<file path="src/rtl/dec_timer_pkg.sv">
`timescale 1ns/1ps
package dec_timer_pkg;
  localparam int CTL_W = 2;
  // bit 1: reload enable, bit 0: interrupt enable
  typedef struct packed {
    logic rld_en;
    logic irq_en;
  } ctl_t;
endpackage

</file>
<file path="src/rtl/dec_count_reg.sv">
`timescale 1ns/1ps
module dec_count_reg #(
  parameter int W = 32
) (
  input  logic         clk,
  input  logic         rst_n,
  input  logic         tick_i,
  input  logic         wr_i,
  input  logic [W-1:0] wdata_i,
  input  logic         rld_en_i,
  input  logic [W-1:0] rld_val_i,
  output logic [W-1:0] cnt_o,
  output logic         zero_evt_o
);
  localparam logic [W-1:0] ONE  = W'(1);
  localparam logic [W-1:0] ZERO = '0;

  function automatic logic f_terminal(input logic [W-1:0] c);
    return c == ONE;
  endfunction

  function automatic logic [W-1:0] f_after_tick(input logic [W-1:0] c,
                                                input logic rld_en,
                                                input logic [W-1:0] rld);
    if (c == ZERO)        return ZERO;
    else if (f_terminal(c)) return rld_en ? rld : ZERO;
    else                  return c - ONE;
  endfunction

  logic [W-1:0] cnt_q, cnt_d;
  logic         tick_eff;

  assign tick_eff   = tick_i & ~wr_i;
  assign zero_evt_o = tick_eff & f_terminal(cnt_q);

  always_comb begin
    cnt_d = cnt_q;
    if (wr_i)          cnt_d = wdata_i;
    else if (tick_eff) cnt_d = f_after_tick(cnt_q, rld_en_i, rld_val_i);
  end

  always_ff @(posedge clk) begin
    if (!rst_n) cnt_q <= ZERO;
    else        cnt_q <= cnt_d;
  end

  assign cnt_o = cnt_q;
endmodule

</file>
<file path="src/rtl/dec_cfg_regs.sv">
`timescale 1ns/1ps
module dec_cfg_regs
  import dec_timer_pkg::*;
#(
  parameter int W = 32
) (
  input  logic             clk,
  input  logic             rst_n,
  input  logic             rld_wr_i,
  input  logic [W-1:0]     rld_wdata_i,
  input  logic             ctl_wr_i,
  input  logic [CTL_W-1:0] ctl_wdata_i,
  output logic [W-1:0]     rld_val_o,
  output ctl_t             ctl_o
);
  logic [W-1:0] rld_q;
  ctl_t         ctl_q;

  always_ff @(posedge clk) begin
    if (!rst_n) begin
      rld_q <= '0;
      ctl_q <= '0;
    end else begin
      if (rld_wr_i) rld_q <= rld_wdata_i;
      if (ctl_wr_i) ctl_q <= ctl_t'(ctl_wdata_i);
    end
  end

  assign rld_val_o = rld_q;
  assign ctl_o     = ctl_q;
endmodule

</file>
<file path="src/rtl/dec_status.sv">
`timescale 1ns/1ps
module dec_status (
  input  logic clk,
  input  logic rst_n,
  input  logic zero_evt_i,
  input  logic clr_wr_i,
  input  logic clr_data_i,
  input  logic irq_en_i,
  output logic status_o,
  output logic irq_o
);
  logic sts_q;
  logic clr_req;

  assign clr_req = clr_wr_i & clr_data_i;

  // a new event beats a clear in the same cycle
  always_ff @(posedge clk) begin
    if (!rst_n)          sts_q <= 1'b0;
    else if (zero_evt_i) sts_q <= 1'b1;
    else if (clr_req)    sts_q <= 1'b0;
  end

  assign status_o = sts_q;
  assign irq_o    = sts_q & irq_en_i;
endmodule

</file>
<file path="src/rtl/dec_timer.sv">
`timescale 1ns/1ps
module dec_timer
  import dec_timer_pkg::*;
#(
  parameter int W = 32
) (
  input  logic         clk,
  input  logic         rst_n,
  input  logic         tick_i,
  input  logic         cnt_wr_i,
  input  logic [W-1:0] cnt_wdata_i,
  input  logic         rld_wr_i,
  input  logic [W-1:0] rld_wdata_i,
  input  logic         ctl_wr_i,
  input  logic [1:0]   ctl_wdata_i,
  input  logic         sts_wr_i,
  input  logic         sts_wdata_i,
  output logic [W-1:0] count_o,
  output logic         status_o,
  output logic         irq_o
);
  logic [W-1:0] rld_val;
  ctl_t         ctl;
  logic         zero_evt;

  dec_cfg_regs #(.W(W)) u_cfg (
    .clk        (clk),
    .rst_n      (rst_n),
    .rld_wr_i   (rld_wr_i),
    .rld_wdata_i(rld_wdata_i),
    .ctl_wr_i   (ctl_wr_i),
    .ctl_wdata_i(ctl_wdata_i),
    .rld_val_o  (rld_val),
    .ctl_o      (ctl)
  );

  dec_count_reg #(.W(W)) u_cnt (
    .clk       (clk),
    .rst_n     (rst_n),
    .tick_i    (tick_i),
    .wr_i      (cnt_wr_i),
    .wdata_i   (cnt_wdata_i),
    .rld_en_i  (ctl.rld_en),
    .rld_val_i (rld_val),
    .cnt_o     (count_o),
    .zero_evt_o(zero_evt)
  );

  dec_status u_sts (
    .clk       (clk),
    .rst_n     (rst_n),
    .zero_evt_i(zero_evt),
    .clr_wr_i  (sts_wr_i),
    .clr_data_i(sts_wdata_i),
    .irq_en_i  (ctl.irq_en),
    .status_o  (status_o),
    .irq_o     (irq_o)
  );
endmodule

</file>
<file path="config.mk">
export PLATFORM = sky130hd
export DESIGN_NAME = dec_timer
export DESIGN_NICKNAME = d
export VERILOG_FILES = /design/src/rtl/dec_timer_pkg.sv /design/src/rtl/dec_count_reg.sv /design/src/rtl/dec_cfg_regs.sv /design/src/rtl/dec_status.sv /design/src/rtl/dec_timer.sv
export SDC_FILE = /design/constraint.sdc
export NUM_CORES = 1
export LEC_CHECK = 0
export BUFFER_PORTS_ARGS = -buffer_cell sky130_fd_sc_hd__buf_2
export CAP_MARGIN = 5
export CORE_MARGIN = 4
export CORE_UTILIZATION = 52
export CTS_CLUSTER_DIAMETER = 60
export DETAILED_ROUTE_END_ITERATION = 10
export HOLD_SLACK_MARGIN = 0.1
export PLACE_DENSITY_LB_ADDON = 0.3
export SLEW_MARGIN = 15
export SYNTH_ARGS = -nofsm -noshare
export SYNTH_HDL_FRONTEND = slang
export SYNTH_SLANG_ARGS = --single-unit
</file>
<file path="constraint.sdc">
create_clock -name clk -period 3 [get_ports clk]
set_input_delay 0 -clock clk [delete_from_list [all_inputs] [get_ports clk]]
set_output_delay 0 -clock clk [all_outputs]
set_load 0.01 [all_outputs]
</file>
---- After elaboration in Yosys (flattened, before gate mapping) ----
Cells that the tools add are included.
storage, ports and cells
  bits in registers ....................... 67
  input port bits ......................... 74
  output and inout bits ................... 34
  word-level logic and storage cells ...... 22
cells by class
  $add $sub $neg .......................... 1
  eq/ne operators ......................... 1
  multiplexer cells ....................... 7
  bitwise logic cells ..................... 5
  reductions and logical operators ........ 3
operator list
  operator                 count
  $mux W32                 5
  $eq A32 B1 Y1 const B    1
  $logic_not A32 Y1        1
  $sub A32 B1 Y32 const B  1
  $and A1 B1 Y1            4
  $reduce_bool A2 Y1       2
  $mux W1                  2
  $not A1 Y1               1

---- Longest topological paths before layout ----
Gate-level depths: netlist of the first run.
  depth after elaboration ................. 5
  mapped depth ............................ 8
  gate-level depth less buffers ........... 8

---- Cells and area by module ----
A second synthesis of the first run with hierarchy kept.
unflattened totals
  cells, all modules ...................... 445
  area, all modules ....................... 3937.5 um^2
modules (own cells, without submodules)
  module         instances  cells each  area an instance (um^2)  sequential area each (um^2)
  dec_count_reg  1          331         2580.0                   640.6
  dec_cfg_regs   1          109         1316.3                   680.7
  dec_status     1          5           41.3                     20.0

---- Least setup slack after synthesis of the first run ----
Ideal clock, no wire load.
  path type ............................... register -> register
  start ................................... reg u_cnt.cnt_q[16] (netlist: u_cnt.cnt_o[16])
  end ..................................... reg u_cnt.cnt_q[8] (netlist: u_cnt.cnt_o[8])
  setup time .............................. 0.134 ns
  arrival ................................. 2.143 ns
  data required time ...................... 2.866 ns
  path slack .............................. 0.723 ns
  stages on the path, launching flop included .. 9
  buffers on the path ..................... 3
  clock period less this slack ............ 2.277 ns
  path through ............................ dfxtp_1 or4_1 or2_1 buf_2 nor4_4 a21o_1 buf_4 buf_4 o22ai_1
on the way
  word-level cells in the longest chain between the ends .. 5
  elaborated cells between the ends (all ways) .. 6
  those cells by class .................... eq/ne (1); mux (4); reduce/logical (1)
ends and longest elaborated chain
  element                   RTL line             RTL
  start: declaration        dec_count_reg.sv:30  logic [W-1:0] cnt_q, cnt_d;
  start signal: assignment  dec_count_reg.sv:44  else cnt_q <= cnt_d;
  $eq A32 B1 Y1             dec_count_reg.sv:19  return c == ONE;
  $mux W32                  dec_count_reg.sv:26  else if (f_terminal(c)) return rld_en ? rld : ZERO;
  $mux W32 (*)              dec_count_reg.sv:25  if (c == ZERO) return ZERO;
  $mux W32 (*)              dec_count_reg.sv:39  else if (tick_eff) cnt_d = f_after_tick(cnt_q, rld_en_i, rld_val_i);
  $mux W32 (*)              dec_count_reg.sv:38  if (wr_i) cnt_d = wdata_i;
Every way passes the cells marked *; elsewhere a longest branch is shown, timed or not. The select of a mux whose other input is x is not followed.
A chain may end at the register's enable or synchronous reset.

---- Worst setup path after layout of the first run ----
  start ................................... reg u_cnt.cnt_q[16] (netlist: u_cnt.cnt_o[16])
  end ..................................... reg u_cnt.cnt_q[20] (netlist: u_cnt.cnt_o[20])
on the way
  word-level cells in the longest chain between the ends .. 5
  elaborated cells between the ends (all ways) .. 7
  those cells by class .................... add/sub (1); eq/ne (1); mux (4); reduce/logical (1)
ends and longest elaborated chain
  element                                                  RTL line
  $sub A32 B1 Y32 / $eq A32 B1 Y1 (equally long branches)  dec_count_reg.sv:27, dec_count_reg.sv:19
  $mux W32                                                 dec_count_reg.sv:26
  $mux W32 (*)                                             dec_count_reg.sv:25
  $mux W32 (*)                                             dec_count_reg.sv:39
  $mux W32 (*)                                             dec_count_reg.sv:38
Marks and branches as above.

==> results of run 1 <==
[flip-flops by register name (all words and copies together) (netlist names)]
signal / flops
u_cfg.rld_val_o: 32
u_cnt.cnt_o: 32
u_cfg.ctl_o: 2
u_sts.status_o: 1
[layout make-up]
cell class                      count  area share
Clock buffer                       11      0.0285
Tap cell                           96      0.0226
Clock inverter                      4     0.00943
Timing Repair Buffer              196       0.267
Sequential cell                    67       0.253
Inverter                            5     0.00354
Multi-Input combinational cell    346       0.416
[worst max-delay path: cells and delay by family, from the launching register on]
| family | cells | cell delay (ps) |
|---|---|---|
| AOI/OAI and AO/OA | 2 | 290 |
| and+or+nand+nor | 3 | 1260 |
| buffers and inverters | 2 | 860 |
| DFF | 1 | 360 |
[Yosys cell counts, types with 2 or more instances]
library cell,instances
buf_1,6
o211ai_1,2
nand3_1,9
nor4_1,11
buf_4,4
nor2_1,64
inv_1,5
nand2b_1,2
nand2_1,30
a41oi_1,2
buf_2,4
nand4_1,2
or2_1,2
o22ai_1,16
o21ai_1,11
a21oi_1,31
or4_1,6
nand4b_1,3
nor4_4,4
xnor2_1,18
clkbuf_1,20
a21boi_0,2
mux2i_1,36
a22o_1,5
nor3_1,9
xor2_1,8
and3_1,21
o21ai_0,15
ha_1,3
dfxtp_1,67
a31oi_1,17
or3_1,4
a21o_1,2
[stage by stage]
stage | hold WS, ps | setup slack (ps)
floorplan | 147 | 723
global placement | 233 | 593
detailed placement | 242 | 539
CTS | 222 | 22.1
global route | 238 | 2.24
finish | 236 | 126
[power by group through the flow]
stage          logic, mW  clock network (mW)  registers [mW]
5_1_grt            0.643               0.813            1.03
4_1_cts            0.567               0.780            1.02
6_report           0.590               0.774            1.03
2_1_floorplan      0.328                   0            1.03
3_3_place_gp       0.470                   0            1.04
3_5_place_dp       0.482                   0            1.04
[repair_timing]
item | 4_1_cts | 5_1_grt
setup endpoints to repair | 0 | 6
hold endpoints to repair | 67 | 0
gates resized for setup | 0 | 8
setup buffers | 0 | 1
hold buffers | 79 | 0
[per-layer routing]
metal	vias up	part of all wire
met5	-	0
met4	0	0.016
met3	25	0.081
met2	213	0.49
met1	1894	0.41
li1	1980	-
[how the worst max path moves through the flow]
stage	slack (ps)	cells after the start	start	end
final	130	7	u_cnt.cnt_o[16]$_SDFFE_PN0P_	u_cnt.cnt_o[20]$_SDFFE_PN0P_
after global placement	590	7	u_cnt.cnt_o[8]$_SDFFE_PN0P_	u_cnt.cnt_o[19]$_SDFFE_PN0P_
after global routing	2	8	u_cnt.cnt_o[16]$_SDFFE_PN0P_	u_cnt.cnt_o[25]$_SDFFE_PN0P_
after CTS	20	8	u_cnt.cnt_o[8]$_SDFFE_PN0P_	u_cnt.cnt_o[21]$_SDFFE_PN0P_
after detailed placement	540	6	u_cnt.cnt_o[8]$_SDFFE_PN0P_	u_cnt.cnt_o[0]$_SDFFE_PN0P_
after floorplan	720	8	u_cnt.cnt_o[16]$_SDFFE_PN0P_	u_cnt.cnt_o[8]$_SDFFE_PN0P_
[cell families (layout without fill, tap and decap cells)]
logic type / after synthesis / after routing / share of synthesized area
fa+ha+maj: 3 / 3 / 0.0102
compound gates: 109 / 109 / 0.176
xor+xnor: 26 / 26 / 0.0618
simple gates: 172 / 172 / 0.245
flops: 67 / 67 / 0.364
mux: 36 / 36 / 0.0978
buf+inv: 39 / 216 / 0.0452
[layout by cell type, fill, tap and decap left out, types with 6 or more instances in the layout]
| cell | n |
|---|---|
| nor4_1 | 8 |
| o22ai_1 | 16 |
| a31oi_1 | 17 |
| mux2i_1 | 36 |
| dlygate4sd3_1 | 79 |
| or4_1 | 6 |
| nor3_1 | 9 |
| nand2_1 | 29 |
| dfxtp_1 | 67 |
| o21ai_0 | 15 |
| a21oi_1 | 31 |
| buf_2 | 108 |
| xor2_1 | 8 |
| o21ai_1 | 11 |
| buf_4 | 7 |
| nor2_1 | 64 |
| and3_1 | 21 |
| clkbuf_8 | 11 |
| nand3_1 | 8 |
| xnor2_1 | 18 |
==> metrics.md, run 1 <==
| Metric | Value |
|---|---|
| Status | `completed` |
| Routability cong. | `0.893` |
| Mapped Cells | `452` |
| Slew @ Worst Pin | `1010 ps` |
| RSZ-0062 raised after global routing | `false` |
| Worst hold path class | `in -> reg` |
| Switch share | `0.305` |
| Busiest layer in global routing | `met2` |
| Buffers added on ports | `107` |
| Min-delay src | `tick_i` |
| Diode count | `0` |
| Clock buffer depth | `2` |
| Post-synth ARST share | `0` |
| Slowest-stage cell, CP | `or4_1` |
| Startpoint types | `flop` |
| Max incr delay on CP | `590 ps` |
| Skew final | `11.8 ps` |
| Tmin final | `2870 ps` |
| Internal power | `1.66 mW` |
| H-Tree Depth | `3` |
| Peak VDD IR | `339 µV` |
| Final worst-path cycle share | `0.958` |
| FF-to-FF Start | `u_cnt.cnt_o[16]$_SDFFE_PN0P_` |
| Pleak | `2.38 nW` |
| Via Count | `4,112` |
| Clock sinks | `67` |
| Crit path DAT | `3110 ps` |
| First DRT Iteration DRCs | `356` |
| Post-synth cell types | `44` |
| Final ANT Viol Nets | `0` |
| Die span in x | `92.2 µm` |
| Initial Util | `0.539` |
| Remaining Overflow, GRT | `0` |
| Remaining DRCs | `0` |
| Yosys top cell area share | `0.364` |
| DR vias/cell | `5.67` |
| Area after DPL | `4270 µm²` |
| Crit path cell chain | `or4_1 -> or2_4 -> nor4_4 -> buf_4 -> o21ai_1 -> a22o_1 -> dlygate4sd3_1` |
| Post-route cell area | `5310 µm²` |
| Fill cells | `496` |
| Max-cap violations | `0` |
| Combinational Power Share | `0.247` |
| Num rows | `30` |
| YS warnings | `0` |
| Share of cells above drive strength 1 | `0.231` |
| Setup violations, final | `0` |
| Grt met1 use | `0.338` |
| Wirelength per Cell | `16.8 µm` |
| Sequential Power Share | `0.430` |
| Fin. Hold Viols | `0` |
| HPWL after DPL | `7380 µm` |
| Maximum fanout along the worst path | `20` |
| Setup CP Type | `reg -> reg` |
| Main flop type after synthesis | `dfxtp_1` |
| Synth Register Bits | `67` |
| Clock Pin Slew Worst Setup and Hold Paths | `70 ps` |
| Final wirelength | `12,200 µm` |
| Die area | `8500 µm²` |
| Register area share after synthesis | `0.364` |
| Met2 Resource Use GR | `0.477` |
| Clock root buffer | `clkbuf_8` |
| Critical Path Sink Type | `flop` |
| P_sw | `0.728 mW` |
| Count of flip-flops with a built-in enable after synthesis | `0` |
| Layout area overhead | `44.0%` |
| Crit Reg-Reg Endpoint | `u_cnt.cnt_o[20]$_SDFFE_PN0P_` |
| Initial antenna violation count | `0` |
| Hold Path End | `u_cnt.cnt_o[14]$_SDFFE_PN0P_` |
| Pwr Total | `2.39 mW` |
| Clock network power share | `0.324` |
| Critical Path RT | `3230 ps` |
| GRT Total Usage | `0.274` |
| R2r worst-path depth | `7` |
| Highest Clock Rate | `348 MHz` |
| Layout Utilization | `0.777` |
| Largest net degree at the start of global routing | `38` |
| Cell area after synthesis | `3680 µm²` |
| R2r setup slk | `130 ps` |
| Syn nets | `529` |
| Grt met3 use | `0.0558` |
| First-pass GRT wire length | `18,800 µm` |
| Fin cells | `725` |
| Cell total after placement | `629` |
| Top cells by area, synth | `dfxtp_1 (36%), mux2i_1 (9.8%), nor2_1 (6.5%)` |
| Multi-input gate area | `2210 µm²` |
| Post-synth top area cell | `dfxtp_1` |
| Height of the die | `92.2 µm` |
| Skew-Pair Late Insertion Delay | `350 ps` |
| Slew Limit Fails | `0` |
| CTS tree | `built` |
| Min-Delay Path Depth | `3` |
| Sum Neg Setup Slack | `0 ps` |
| Syn avg cell area | `8.15 µm²` |
| PD cells | `451 nW/µm²` |
| Core ar. | `6830 µm²` |
| Vias in the first global route | `3,926` |
| Storage cell area | `1340 µm²` |
| Clock buffer count from CTS | `9` |
| Rel. slew slack | `0.330` |
| Ports | `108` |
| Drt pass-1 iters | `5` |
| Nets | `702` |
No activity file was read; power rests on OpenSTA's default activity.
==> inputs of run 2 (changes only) <==
Settings changed: PLACE_DENSITY from default to 0.8, PLACE_DENSITY_LB_ADDON 0.3 to default.
==> metrics.md, run 2 (same netlist as run 1, synthesis figures left out) <==
| Metric | Value |
|---|---|
| Final wirelength | `12,600 µm (+3.6%)` |
| Clock buffer depth | `2 (unchanged)` |
| First DRT Iteration DRCs | `349 (-2.0%)` |
| Commonest non-fill, non-tap cell in the layout | `buf_2` |
| Crit path DAT | `3110 ps (about the same)` |
| Initial antenna violation count | `0 (unchanged)` |
| Skew-Pair Late Insertion Delay | `350 ps (about the same)` |
| Slew @ Worst Pin | `976 ps (-28.8 ps)` |
| Status | `completed` |
| Core ar. | `6830 µm² (unchanged)` |
| WHS | `120 ps (-116 ps)` |
| Drt pass-1 iters | `5 (unchanged)` |
| Diode count | `0 (unchanged)` |
| Worst hold path class | `in -> reg` |
| Post-CTS Setup Repair Bufs | `0 (unchanged)` |
| Buffers added on ports | `107 (unchanged)` |
| Pwr Total | `2.37 mW (-0.88%)` |
| R2r setup slk | `180 ps (+50 ps)` |
| PD cells | `450 nW/µm² (-0.13%)` |
| Most frequent cells in the layout | `buf_2 (107), dlygate4sd3_1 (74), dfxtp_1 (67)` |
| H-Tree Depth | `3 (unchanged)` |
| Sum Neg Setup Slack | `0 ps (unchanged)` |
| Clock root buffer | `clkbuf_8` |
| Setup CP Type | `reg -> reg` |
| Setup violations, final | `0 (unchanged)` |
| CTS tree | `built` |
| Max incr delay on CP | `550 ps (-40 ps)` |
| Die span in x | `92.2 µm (unchanged)` |
| Final worst-path cycle share | `0.940 (-0.0180)` |
| Cell total after placement | `629 (unchanged)` |
| Remaining DRCs | `0 (unchanged)` |
| Tmin final | `2820 ps (-54.0 ps)` |
| Pleak | `2.36 nW (-0.96%)` |
| Remaining Overflow, GRT | `0 (unchanged)` |
| Crit path cell chain | `nor4_4 -> nand4b_1 -> nor4_4 -> buf_12 -> a31oi_1 -> o21ai_1 -> o211a_1 -> dlygate4sd3_1` |
| DP Worst Slack | `437 ps (-102 ps)` |
| Ports | `108 (unchanged)` |
| Slowest-stage cell, CP | `dlygate4sd3_1` |
| Share of cells above drive strength 1 | `0.228 (-0.00296)` |
| Final worst slack | `180 ps (+54.0 ps)` |
| Initial Util | `0.539 (unchanged)` |
| Rel. slew slack | `0.349 (+0.0192)` |
| Highest Clock Rate | `355 MHz (+1.9%)` |
| RSZ-0062 raised after global routing | `false` |
| Fin. Hold Viols | `0 (unchanged)` |
| Max-cap violations | `0 (unchanged)` |
| Most used cell, CP | `nor4_4` |
| Layout area overhead | `42.9%` |
| First-pass GRT wire length | `19,800 µm (+5.0%)` |
| Clock buffer count from CTS | `9 (unchanged)` |
| Clock sinks | `67 (unchanged)` |
| Nets | `696 (-0.85%)` |
| Slew Limit Fails | `0 (unchanged)` |
| Vias in the first global route | `3,920 (-0.15%)` |
| HPWL after DPL | `7630 µm (+3.3%)` |
| GRT Total Usage | `0.293 (+0.0184)` |
| Critical Path RT | `3290 ps (+60 ps)` |
| Die area | `8500 µm² (unchanged)` |
| Fin cells | `720 (-0.69%)` |
| Startpoint types | `flop` |
| Peak VDD IR | `388 µV (+14%)` |
| Critical Path Sink Type | `flop` |
| Num rows | `30 (unchanged)` |
| Via Count | `4,111 (-0.024%)` |
| Maximum fanout along the worst path | `21 (+5.0%)` |
| Largest net degree at the start of global routing | `43 (+13%)` |
| Final ANT Viol Nets | `0 (unchanged)` |
| Skew final | `6.38 ps (-5.41 ps)` |
| Height of the die | `92.2 µm (unchanged)` |
| Wirelength per Cell | `17.6 µm (+4.3%)` |
| Clock Pin Slew Worst Setup and Hold Paths | `70 ps (about the same)` |
| DR vias/cell | `5.71 (+0.67%)` |
| Routability cong. | `0.870 (-2.5%)` |
[run 2: cell types whose count changed in the layout (fill, tap and decap cells not counted), sizes merged]
cell         delta
dlygate4sd3     -5
clkinvlp        -1
clkbuf          +1
buf             -2
clkinv          +2
[run 2: final timing paths]
path	from	to	cells after the start
worst min-delay path	tick_i	u_cnt.cnt_o[26]$_SDFFE_PN0P_	3
worst max-delay path	u_cnt.cnt_o[4]$_SDFFE_PN0P_	u_cnt.cnt_o[21]$_SDFFE_PN0P_	8
worst max register to register	u_cnt.cnt_o[4]$_SDFFE_PN0P_	u_cnt.cnt_o[21]$_SDFFE_PN0P_	8
worst min register to register	u_cfg.rld_val_o[5]$_SDFFE_PN0P_	u_cfg.rld_val_o[5]$_SDFFE_PN0P_	2
[run 2: layer usage]
metal  share of wire  routed length, µm  up-vias  global-route usage
li1                -                  -     1975                   -
met1            0.41               5130     1935               0.361
met2            0.51               6410      183               0.505
met3           0.071                898       18              0.0623
met4           0.016                198        0              0.0978
met5               0                  0        -                   0
[run 2: metrics by stage]
step / cell area, µm² / util
after CTS: 5210 / 0.763
after global routing: 5270 / 0.771
after detailed placement: 4280 / 0.626
after floorplan: 3680 / -
final: 5270 / 0.771
after global placement: 4280 / 0.626
[run 2: final cells by class]
cell class	instances	area, µm²
Inverter	5	18.8
Multi-Input combinational cell	346	2200
Clock inverter	5	52.6
Clock buffer	11	141
Fill cell	514	1570
Tap cell	96	120
Sequential cell	67	1340
Timing Repair Buffer	190	1390
[run 2: where the power goes]
part           switching [mW]  internal (mW)
sequential             0.0783          0.949
combinational           0.297          0.287
clock                   0.356          0.402
total                   0.731           1.64
[run 2: worst max-delay path, delay by kind of cell (launching register included)]
kind | cells | cell delay, ps
buffers and inverters | 2 | 770
AND/OR/NAND/NOR | 3 | 1220
flip-flops | 1 | 400
AO/OA/AOI/OAI | 3 | 360
[run 2: repair_timing]
| item | 4_1_cts | 5_1_grt |
|---|---|---|
| setup endpoints to repair | 0 | 1 |
| hold endpoints to repair | 67 | 0 |
| hold buffers | 74 | 0 |
| gates resized for setup | 0 | 6 |
